$ cat src/rtl/dpp_pkg.sv
package dpp_pkg;

  localparam int ST_W = 2;

  typedef enum logic [ST_W-1:0] {
    ST_IDLE  = 2'd0,
    ST_SHIFT = 2'd1,
    ST_EXEC  = 2'd2
  } dpp_state_e;

  // Next-state rule: control low holds, control high branches on data level.
  function automatic dpp_state_e dpp_next(dpp_state_e cur, logic ctl, logic dat);
    dpp_state_e nxt;
    case (cur)
      ST_IDLE:  nxt = dat ? ST_SHIFT : ST_IDLE;
      ST_SHIFT: nxt = dat ? ST_EXEC  : ST_IDLE;
      ST_EXEC:  nxt = dat ? ST_SHIFT : ST_IDLE;
      default:  nxt = ST_IDLE;
    endcase
    if (!ctl) nxt = cur;
    return nxt;
  endfunction

endpackage

$ cat src/rtl/dpp_pin_mux.sv
module dpp_pin_mux #(
  parameter int N = 4
) (
  input  logic         prg_en_n,
  input  logic [N-1:0] pins,
  output logic [N-1:0] logic_in,
  output logic         rbk_oe,
  output logic         prog_on
);

  assign prog_on = ~prg_en_n;
  assign rbk_oe  = prog_on;

  // Each shared pin is released to the core only in its logic-input role.
  generate
    for (genvar g = 0; g < N; g++) begin : g_pin
      assign logic_in[g] = pins[g] & prg_en_n;
    end
  endgenerate

endmodule

$ cat src/rtl/dpp_fsm.sv
module dpp_fsm
  import dpp_pkg::*;
(
  input  logic       shk,
  input  logic       arst_n,
  input  logic       ctl,
  input  logic       dat,
  output dpp_state_e state,
  output logic       shift_fire
);

  always_ff @(posedge shk or negedge arst_n) begin
    if (!arst_n) state <= ST_IDLE;
    else         state <= dpp_next(state, ctl, dat);
  end

  // A held edge in the shift state is the only event that moves data.
  assign shift_fire = (state == ST_SHIFT) && !ctl;

endmodule

$ cat src/rtl/dpp_shift.sv
module dpp_shift #(
  parameter int W = 16
) (
  input  logic         shk,
  input  logic         rst_n,
  input  logic         arst_n,
  input  logic         fire,
  input  logic         dat,
  output logic [W-1:0] word,
  output logic         rbk
);

  function automatic logic [W-1:0] shift_in(logic [W-1:0] cur, logic b);
    return {cur[W-2:0], b};
  endfunction

  // Contents survive a programming disable; only the port reset clears them.
  always_ff @(posedge shk or negedge rst_n) begin
    if (!rst_n)    word <= '0;
    else if (fire) word <= shift_in(word, dat);
  end

  // Readback launches on the opposite edge so the receiver gets a half period.
  always_ff @(negedge shk or negedge arst_n) begin
    if (!arst_n) rbk <= 1'b0;
    else         rbk <= word[W-1];
  end

endmodule

$ cat src/rtl/dual_pin_prog_port.sv
module dual_pin_prog_port
  import dpp_pkg::*;
#(
  parameter int W = 16
) (
  input  logic         rst_n,
  input  logic         prg_en_n,
  input  logic         pin_dat,
  input  logic         pin_ctl,
  input  logic         pin_shk,
  input  logic         pin_rbk_i,
  output logic         pin_rbk_o,
  output logic         pin_rbk_oe,
  output logic [3:0]   logic_in,
  output logic [1:0]   prg_state,
  output logic [W-1:0] prg_word
);

  localparam int NPIN = 4;

  logic [NPIN-1:0] pin_vec;
  logic            prog_on;
  logic            arst_n;
  logic            shift_fire;
  dpp_state_e      fsm_state;

  assign pin_vec = {pin_shk, pin_rbk_i, pin_ctl, pin_dat};

  dpp_pin_mux #(.N(NPIN)) u_mux (
    .prg_en_n (prg_en_n),
    .pins     (pin_vec),
    .logic_in (logic_in),
    .rbk_oe   (pin_rbk_oe),
    .prog_on  (prog_on)
  );

  // Leaving programming mode acts as an immediate return to idle.
  assign arst_n = rst_n & prog_on;

  dpp_fsm u_fsm (
    .shk        (pin_shk),
    .arst_n     (arst_n),
    .ctl        (pin_ctl),
    .dat        (pin_dat),
    .state      (fsm_state),
    .shift_fire (shift_fire)
  );

  dpp_shift #(.W(W)) u_shift (
    .shk    (pin_shk),
    .rst_n  (rst_n),
    .arst_n (arst_n),
    .fire   (shift_fire),
    .dat    (pin_dat),
    .word   (prg_word),
    .rbk    (pin_rbk_o)
  );

  assign prg_state = fsm_state;

endmodule

$ cat config.mk
export PLATFORM = sky130hd
export DESIGN_NAME = dual_pin_prog_port
export DESIGN_NICKNAME = d
export VERILOG_FILES = /design/src/rtl/dpp_pkg.sv /design/src/rtl/dpp_pin_mux.sv /design/src/rtl/dpp_fsm.sv /design/src/rtl/dpp_shift.sv /design/src/rtl/dual_pin_prog_port.sv
export SDC_FILE = /design/constraint.sdc
export NUM_CORES = 1
export LEC_CHECK = 0
export ABC_AREA = 0
export BUFFER_PORTS_ARGS = -buffer_cell sky130_fd_sc_hd__buf_2
export CAP_MARGIN = 20
export CORE_ASPECT_RATIO = 1.2
export CORE_MARGIN = 4
export CORE_UTILIZATION = 30
export DETAILED_ROUTE_END_ITERATION = 8
export GPL_TIMING_DRIVEN = 0
export HOLD_SLACK_MARGIN = 0.1
export PLACE_DENSITY_LB_ADDON = 0.15
export SLEW_MARGIN = 20
export SYNTH_ARGS = -nofsm -noshare
export SYNTH_HDL_FRONTEND = slang
export SYNTH_SLANG_ARGS = --single-unit
$ cat constraint.sdc
create_clock -name pin_shk -period 4.1 [get_ports pin_shk]
set_input_delay 1.025 -clock pin_shk [delete_from_list [all_inputs] [get_ports pin_shk]]
set_output_delay 1.025 -clock pin_shk [all_outputs]
set_load 0.01 [all_outputs]
# After elaboration in Yosys (flattened, before gate mapping)
# Index checks and enable logic that the tools add are counted.
[totals] output_inout_bits=24 inputBits=6 reg_bits=19
[classes] bitwise_logic=6 n_mux=3 eq_ne=2 reduce_logical=4
[ops] op="$and A1 B1 Y1" count=5
[ops] op="$pmux W2 S2" count=1
[ops] op="$eq A2 B1 Y1 const B" count=1
[ops] op="$eq A2 B2 Y1 const B" count=1
[ops] op="$logic_not A2 Y1" count=1
[ops] op="$mux W2" count=1
[ops] op="$reduce_or A2 Y1" count=1
[ops] op="$logic_and A1 B1 Y1" count=1
[ops] op="$logic_not A1 Y1" count=1
[ops] op="$mux W1" count=1
[ops] op="$not A1 Y1" count=1

# Longest topological paths before layout
# Gate-level depths: netlist of the first run.
[logic_depth] word_depth=3 depth_mapped=3 ltp_nobuf=2

# Cells and area by module
# A second synthesis of the first run with hierarchy kept.
[unflattened] hier_cells=50 hier_area_um2=800.8
[by_module_without_submodules] mod="dpp_shift" instances=1 cells_per_inst=35 area_each_um2=674.4
[by_module_without_submodules] mod="dpp_fsm" instances=1 cells_per_inst=8 area_each_um2=83.8
[by_module_without_submodules] mod="dpp_pin_mux" instances=1 cells_per_inst=6 area_each_um2=36.3
[by_module_without_submodules] mod="dual_pin_prog_port" instances=1 cells_per_inst=1 area_each_um2=6.3

==> results by group, run 1 <==
Setup path
  • Slowest stage delay, CP: 390 ps
  • Worst endpoint data arrival time: slightly below 3000 ps
  • CP startpoint kind: flip-flop
  • Worst path top cell family by delay: flip-flops
  • Setup CP Type: flip-flop to output port
  • Worst-path maximum fanout: 1
  • Critical path, cell by cell: buf_2
  • Critical Path Slowest Stage Cell: dfrtn_1
  • R2R Path Start: u_shift.word[15]
  • Worst Path Required: 3070 ps
  • Worst Setup End Kind: output port
  • CP Buf/Inv Count: 1
  • Setup crit start: u_shift.rbk

Synth
  • Synth Area per Inst: 15.7 µm²
  • Post-synth top flop: dfrtp_1
  • Post-Syn Instances: 48
  • Sequential share of the synthesized area: between 60% and 70%
  • Fraction of registers with async set/reset: 100%
  • Largest cells by area after synthesis: dfrtp_1, mux2_2, dfrtn_1, and2_1, nor3b_4
  • Synth top cells by count: dfrtp_1, mux2_2, and2_1
  • EDFF count, synth: 0
  • Yosys top cell by area: dfrtp_1
  • Net Count, Synth: 54
  • Area share of the largest cell type after synthesis: between 50 and 60%
  • Synth Warn #: 0
  • Mapped cell area: ~750 µm²
  • Most common cell in the netlist: dfrtp_1
  • Library cells used by synthesis: 13
  • #FFs+latches synth: 19

Global route
  • Antenna violations before repair: 0
  • GR Overflow Total: 0
  • Number of global-route vias before repair: around 550
  • Global-route wire length before repair: about 2400 µm
  • Largest net degree at the start of global routing: 18
  • GR Util All Layers: between 10% and 20%

Timing
  • Worst Skew: roughly 10 ps
  • RSZ-0062 raised after global routing: no
  • Finish-stage setup viols: 0
  • Setup TNS Final: 0 ps
  • Slew @ Worst Pin: a little over 400 ps
  • Slew Limit Fails: 0
  • Slew margin rel.: around three quarters
  • Final hold viol count: 0

Layout
  • Synthesis-to-layout area growth: 30.9%
  • Antenna diodes: 0
  • Layout cells sized above 1: between 60 and 70%
  • Final Net Count: a little over 90
  • Post-layout util: 41.9%
  • # fillers: 249

Die
  • Initial Util: about a third
  • I/O pin count: 30
  • Die Area: 3380 µm²
  • Core area: ~2400 µm²
  • Die Span X: 53.7 µm
  • Chip height: 62.9 µm
  • Core Rows: 19

Power and ir drop
  • Power per Cell Area: 570 nW/µm²
  • Leakage: 0.000533 µW
  • Worst vdd ir: between 200 and 250 µV

CTS
  • Clk_lat worst skew: around 400 ps
  • Worst-path clk slew: about 100 ps
  • Hold-fix buffers at CTS: 0
  • CTS tree: built
  • Post-CTS sizing: 0
  • Post-CTS Setup Bufs: 0

Route
  • ANT nets after route: 0
  • Vias per inst: approximately 4.4
  • Drt wl/cell: 12.1 µm
  • TritonRoute pass-1 iters: 3
  • Routed vias: approximately 500
  • Starting DRT DRC Count: 9
  • Routed WL: 1400 µm
  • Drt drc: 0

Place
  • IO Port Bufs: 29
  • DPL Wire Length: about 1000 µm
  • GPL Wtd Cong: 0.626

Run status
  • Outcome: completed

Worst hold path
  • Worst Hold Class: primary input to async pin

Job
  • Max Cap Viol: 0
[cell usage in the layout (no fill, tap or decap)]
cell type  instances
buf_2             29
dfrtp_1           18
mux2_2            16
clkbuf_4           6
and2_1             3
inv_1              2
nor2b_1            1
and2_2             1
nor3b_4            1
buf_6              1
nand2_1            1
mux2i_1            1
or2b_1             1
o22ai_1            1
clkbuf_1           1
dfrtn_1            1
[through the flow]
step / cells / instance area [µm²] / total power (µW) / setup slack, ps / hold slack (ps)
2_1_floorplan: 48 / 753 / 362 / 613 / 543
3_3_place_gp: 108 / 937 / 435 / 541 / 503
3_5_place_dp: 108 / 937 / 439 / 535 / 512
4_1_cts: 115 / 986 / 577 / 89.1 / 516
5_1_grt: 115 / 986 / 609 / 63.5 / 509
6_report: 115 / 986 / 562 / 113 / 519
[metal layers]
layer  up-vias  wire, µm  track usage [%]  share of wire, %
li1        237         -                -                 -
met1       248       587             11.3                42
met3         3        98             5.49               7.0
met5         -         0                0                 0
met4         0        31             10.5               2.2
met2        15       677             12.9                49
[power breakdown]
| group | internal (µW) | switching [µW] | leakage [µW] |
|---|---|---|---|
| registers | 237 | 34.1 | 0.000250 |
| logic | 80.6 | 66.9 | 0.000247 |
| clock network | 76.0 | 67.4 | 0.0000362 |
[kinds of logic (layout without fill, tap and decap cells)]
logic type / after synthesis / count (layout) / share of synthesized area [%]
and+or+nand+nor: 8 / 8 / 8.31
buffers and inverters: 3 / 39 / 2.49
muxes: 17 / 17 / 25.2
AOI/OAI and AO/OA: 1 / 1 / 0.831
DFF: 19 / 19 / 63.1
[final timing paths]
path / to / slack, ps / cells past startpoint
setup / recovery: pin_rbk_o / 110 / 1
hold / removal: u_shift.word[11] / 520 / 1
setup reg to reg: u_shift.rbk / 1510 / 0
hold reg to reg: u_fsm.state[0] / 520 / 1
max in group asynchronous: u_shift.rbk / 1030 / 2
min in group pin_shk: u_fsm.state[0] / 520 / 1
[sequential cells by signal, indices dropped and copies added (netlist names)]
| signal | flops |
|---|---|
| u_shift.rbk | 1 |
| u_shift.word | 16 |
| u_fsm.state | 2 |
[cell type report]
cell class              instances  area [µm²]  share of cell area (%)
inverters                       2        7.51                   0.761
plain buffers                   1        11.3                    1.14
repair buffers                 28         140                    14.2
multi-input cells              26         259                    26.3
well taps                      31        38.8                    3.93
clock buffers                   8        53.8                    5.46
flip-flops and latches         19         475                    48.2
Note: power is estimated with default switching activity, not from simulation.
==> run 2, diff against run 1 <==
--- a/config.mk
+++ b/config.mk
@@ -8,6 +8,8 @@
 export ABC_AREA = 0
 export BUFFER_PORTS_ARGS = -buffer_cell sky130_fd_sc_hd__buf_2
 export CAP_MARGIN = 20
+export CELL_PAD_IN_SITES_DETAIL_PLACEMENT = 1
+export CELL_PAD_IN_SITES_GLOBAL_PLACEMENT = 2
 export CORE_ASPECT_RATIO = 1.2
 export CORE_MARGIN = 4
 export CORE_UTILIZATION = 30
==> run 2 against run 1 <==
- cell count unchanged
- critical path depth unchanged
- sequential power about the same
- sequential cell count unchanged
- die area unchanged
- non-clock buffer count unchanged
- via count unchanged
- combinational power about the same
- worst hold slack got worse by 1.5 ps
==> results by group, run 2 (synthesis gave the netlist of run 1 again) <==
Layout
  • Non-Filler Instances: 115 (unchanged)
  • Top flop regs: u_shift.word x16, u_fsm.state x2, u_shift.rbk x1 (unchanged)
  • Reg with most FFs: u_shift.word (unchanged)
  • Final Net Count: 91 (unchanged)
  • Layout cells sized above 1: 64.3% (unchanged)
  • Antenna diodes: 0 (unchanged)
  • Synthesis-to-layout area growth: 30.9% (unchanged)
  • Most frequent cells in the layout: buf_2, dfrtp_1, mux2_2 (unchanged)
  • Max FFs per register: 16 (unchanged)
  • # fillers: 266 (was 249)
  • Most common cell after layout, fill and taps aside: buf_2 (unchanged)

Route
  • Routed vias: 503 (unchanged)
  • ANT nets after route: 0 (unchanged)
  • Starting DRT DRC Count: 4 (was 9)
  • Drt wl/cell: 12.9 µm (was 12.1 µm)
  • Vias per inst: 4.37 (unchanged)
  • TritonRoute pass-1 iters: 4 (was 3)
  • Drt drc: 0 (unchanged)
  • Routed WL: 1480 µm (was 1400 µm)

Power and ir drop
  • Power per Cell Area: 572 nW/µm² (was 570 nW/µm²)
  • Worst vdd ir: 285 µV (was 247 µV)
  • Leakage: 0.000533 µW (unchanged)

Place
  • Placed Cells: 108 (unchanged)
  • GPL Wtd Cong: 0.633 (was 0.626)
  • DPL Wire Length: 1100 µm (was 1010 µm)
  • IO Port Bufs: 29 (unchanged)

Timing
  • Slew Limit Fails: 0 (unchanged)
  • RSZ-0062 raised after global routing: no (unchanged)
  • Final hold viol count: 0 (unchanged)
  • Slew @ Worst Pin: 392 ps (was 404 ps)
  • WHS: 517 ps (was 519 ps)
  • Worst Skew: 8.59 ps (was 10.4 ps)
  • Slew margin rel.: 73.8% (was 73.1%)
  • Finish-stage setup viols: 0 (unchanged)
  • Setup TNS Final: 0 ps (unchanged)

Die
  • Die Area: 3380 µm² (unchanged)
  • Initial Util: 32.0% (unchanged)
  • Chip height: 62.9 µm (unchanged)
  • Core area: 2350 µm² (unchanged)
  • I/O pin count: 30 (unchanged)
  • Core Rows: 19 (unchanged)
  • Die Span X: 53.7 µm (unchanged)

Global route
  • GR Util All Layers: 10.8% (was 10.2%)
  • Global-route wire length before repair: 2520 µm (was 2410 µm)
  • Antenna violations before repair: 0 (unchanged)
  • GR Overflow Total: 0 (unchanged)
  • Largest net degree at the start of global routing: 18 (unchanged)
  • Number of global-route vias before repair: 584 (was 546)

Setup path
  • CP Buf/Inv Count: 1 (unchanged)
  • Worst path top cell family by delay: flip-flops (unchanged)
  • Setup CP Type: flip-flop to output port (unchanged)
  • Critical path, cell by cell: buf_2 (unchanged)
  • Slowest stage delay, CP: 390 ps (about the same)
  • Worst endpoint data arrival time: 2970 ps (was 2960 ps)
  • CP startpoint kind: flip-flop (unchanged)
  • Critical Path Slowest Stage Cell: dfrtn_1 (unchanged)
  • Worst Setup End Kind: output port (unchanged)
  • Worst Path Required: 3070 ps (about the same)
  • Worst-path maximum fanout: 1 (unchanged)

Run status
  • Outcome: completed (unchanged)

CTS
  • Post-CTS Setup Bufs: 0 (unchanged)
  • Worst-path clk slew: 100 ps (about the same)
  • Hold-fix buffers at CTS: 0 (unchanged)
  • Clk_lat worst skew: 410 ps (was 400 ps)
  • CTS tree: built (unchanged)
  • Post-CTS sizing: 0 (unchanged)

Job
  • Max Cap Viol: 0 (unchanged)

Worst hold path
  • Worst Hold Class: primary input to async pin (unchanged)
[run 2: cell counts in the layout (fill, tap and decap cells not counted)]
Identical to the previous run, type by type.
[run 2: final cells by class]
| class | count | area, µm² | area share [%] |
|---|---|---|---|
| timing repair buffer | 28 | 140 | 14.2 |
| multi-input combinational | 26 | 259 | 26.3 |
| inverter | 2 | 7.51 | 0.761 |
| sequential | 19 | 475 | 48.2 |
| tap | 31 | 38.8 | 3.93 |
| buffer | 1 | 11.3 | 1.14 |
| clock buffer | 8 | 53.8 | 5.46 |
[run 2: worst paths after layout]
path,startpoint,end,slack [ps],depth (start not counted)
worst min-delay path,rst_n,u_shift.word[9],520,1
worst max-delay path,u_shift.rbk,pin_rbk_o,110,1
min in group pin_shk,u_fsm.state[0],u_fsm.state[0],530,1
worst max register to register,u_shift.word[15],u_shift.rbk,1510,0
max in group asynchronous,rst_n,u_shift.rbk,1090,2
worst min register to register,u_fsm.state[0],u_fsm.state[0],530,1
[run 2: power breakdown]
part | switching [µW] | internal, µW | leakage, µW | total (µW)
logic | 66.9 | 80.6 | 0.000247 | 147
registers | 34.4 | 237 | 0.000250 | 272
clock network | 69.3 | 76.1 | 0.0000362 | 145
[run 2: per-layer routing]
layer | track usage [%] | vias to the layer above | part of all wire [%]
li1 | - | 233 | -
met1 | 12.6 | 243 | 45
met2 | 14.2 | 23 | 45
met3 | 5.73 | 4 | 7.8
met4 | 8.63 | 0 | 1.8
met5 | 0 | - | 0
[run 2: stage by stage]
stage	total power [µW]	util [%]	setup slack (ps)	area, µm²
2_1_floorplan	362	-	613	753
3_3_place_gp	436	39.8	547	937
4_1_cts	580	41.9	85.9	986
3_5_place_dp	439	39.8	544	937
5_1_grt	609	41.9	65.6	986
6_report	564	41.9	109	986
==> run 3, diff against run 2 <==
--- a/config.mk
+++ b/config.mk
@@ -12,7 +12,7 @@
 export CELL_PAD_IN_SITES_GLOBAL_PLACEMENT = 2
 export CORE_ASPECT_RATIO = 1.2
 export CORE_MARGIN = 4
-export CORE_UTILIZATION = 30
+export CORE_UTILIZATION = 32
 export DETAILED_ROUTE_END_ITERATION = 8
 export GPL_TIMING_DRIVEN = 0
 export HOLD_SLACK_MARGIN = 0.1
==> run 3 against run 2 <==
- critical path depth is the same
- clock skew shrank 2.8 ps
- critical endpoint unchanged
- via count is 4.8% higher
- setup slack gained 8.0 ps
- count of clock-buffer cells in the layout is 1 lower
- highest routed layer unchanged
- non-clock buffer count unchanged
- register-to-register slack is essentially flat
==> results by group, run 3 (synthesis gave the netlist of run 1 again) <==
Setup path
  • Worst Setup End Kind: output port (unchanged)
  • CP Buf/Inv Count: 1 (unchanged)
  • Worst path top cell family by delay: flip-flops (unchanged)
  • Critical path, cell by cell: buf_2 (unchanged)
  • Worst endpoint data arrival time: 2960 ps (was 2970 ps)
  • Slowest stage delay, CP: 380 ps (was 390 ps)
  • CP startpoint kind: flip-flop (unchanged)
  • Total stage count of the critical path: 1 (unchanged)
  • Worst Path Required: 3070 ps (about the same)
  • Critical Path Slowest Stage Cell: dfrtn_1 (unchanged)
  • Worst r2r path cells: 0 (unchanged)
  • Worst-path maximum fanout: 1 (unchanged)
  • Setup CP Type: flip-flop to output port (unchanged)

Global route
  • GR Util All Layers: 11.1% (was 10.8%)
  • Global-route wire length before repair: 2430 µm (was 2520 µm)
  • Antenna violations before repair: 0 (unchanged)
  • GR Overflow Total: 0 (unchanged)
  • Number of global-route vias before repair: 549 (was 584)
  • Largest net degree at the start of global routing: 18 (unchanged)

Layout
  • Antenna diodes: 0 (unchanged)
  • Multi-input gate area: 259 µm² (unchanged)
  • Storage element area: 475 µm² (unchanged)
  • Final Net Count: 91 (unchanged)
  • Most common cell after layout, fill and taps aside: buf_2 (unchanged)
  • Layout cells sized above 1: 65.5% (was 64.3%)
  • Post-layout util: 43.7% (was 41.9%)
  • Finished Cell Area: 987 µm² (was 986 µm²)
  • Reg with most FFs: u_shift.word (unchanged)
  • Synthesis-to-layout area growth: 31.1% (was 30.9%)
  • Most frequent cells in the layout: buf_2, dfrtp_1, mux2_2 (unchanged)
  • Top flop regs: u_shift.word x16, u_fsm.state x2, u_shift.rbk x1 (unchanged)
  • # fillers: 258 (was 266)
  • Max FFs per register: 16 (unchanged)

Timing
  • WHS: 526 ps (was 517 ps)
  • Slew @ Worst Pin: 413 ps (was 392 ps)
  • Setup TNS Final: 0 ps (unchanged)
  • RSZ-0062 raised after global routing: no (unchanged)
  • Finish-stage setup viols: 0 (unchanged)
  • Slew margin rel.: 72.5% (was 73.8%)
  • Slew Limit Fails: 0 (unchanged)
  • Worst setup margin: 116 ps (was 109 ps)
  • Final hold viol count: 0 (unchanged)
  • Worst Skew: 5.77 ps (was 8.59 ps)

Place
  • IO Port Bufs: 29 (unchanged)
  • DPL Wire Length: 1070 µm (was 1100 µm)
  • DP Area: 937 µm² (unchanged)
  • Pre-CTS setup slack: 544 ps (about the same)
  • GPL Wtd Cong: 0.671 (was 0.633)

Route
  • Routed vias: 527 (was 503)
  • Starting DRT DRC Count: 9 (was 4)
  • ANT nets after route: 0 (unchanged)
  • Drt wl/cell: 13.0 µm (was 12.9 µm)
  • Routed WL: 1500 µm (was 1480 µm)
  • Drt drc: 0 (unchanged)
  • TritonRoute pass-1 iters: 2 (was 4)
  • Vias per inst: 4.58 (was 4.37)

Job
  • Max Cap Viol: 0 (unchanged)

Die
  • Chip height: 61.1 µm (was 62.9 µm)
  • Core area: 2260 µm² (was 2350 µm²)
  • I/O pin count: 30 (unchanged)
  • Die Area: 3200 µm² (was 3380 µm²)
  • Initial Util: 33.4% (was 32.0%)
  • Die Span X: 52.3 µm (was 53.7 µm)
  • Core Rows: 19 (unchanged)

CTS
  • Post-CTS sizing: 0 (unchanged)
  • CTS tree: built (unchanged)
  • Clk_lat worst skew: 400 ps (was 410 ps)
  • Post-CTS Setup Bufs: 0 (unchanged)
  • Hold-fix buffers at CTS: 0 (unchanged)
  • Worst-path clk slew: 110 ps (was 100 ps)

Power and ir drop
  • Worst vdd ir: 259 µV (was 285 µV)
  • Power per Cell Area: 571 nW/µm² (was 572 nW/µm²)
  • Leakage: 0.000536 µW (was 0.000533 µW)

Worst hold path
  • Worst Hold Class: primary input to async pin (unchanged)

Run status
  • Outcome: completed (unchanged)
-- run 3: cell types whose count changed in the layout (fill, tap and decap cells not counted), sizes merged --
cell / delta
clkbuf: -1
clkinv: +1
-- run 3: cell type report --
type                            count  area share (%)
Sequential cell                    19            48.2
Clock buffer                        7            5.07
Timing Repair Buffer               28            14.2
Clock inverter                      1           0.507
Tap cell                           31            3.93
Buffer                              1            1.14
Inverter                            2           0.760
Multi-Input combinational cell     26            26.2
-- run 3: final timing paths --
path,slack [ps],from,endpoint
max in group asynchronous,1070,rst_n,u_shift.rbk
max reg2reg,1500,u_shift.word[15],u_shift.rbk
min in group pin_shk,530,u_fsm.state[0],u_fsm.state[0]
min reg2reg,530,u_fsm.state[0],u_fsm.state[0]
max,120,u_shift.rbk,pin_rbk_o
min,530,rst_n,u_shift.word[10]
-- run 3: where the power goes --
| part | switching (µW) | internal [µW] | leakage, µW |
|---|---|---|---|
| clock | 69.6 | 74.5 | 0.0000389 |
| combinational | 66.3 | 80.6 | 0.000247 |
| sequential | 35.1 | 237 | 0.000250 |
| total | 171 | 392 | 0.000536 |
-- run 3: layer usage --
layer  vias up  track usage (%)  routed length [µm]
met2        22             15.2                 697
li1        233                -                   -
met4         0             10.9                  39
met1       267             12.1                 626
met5         -                0                   0
met3         5             5.57                 132
-- run 3: metrics by stage --
stage	instances	power, µW
2_1_floorplan	48	362
3_3_place_gp	108	435
3_5_place_dp	108	439
4_1_cts	115	580
5_1_grt	115	612
6_report	115	563
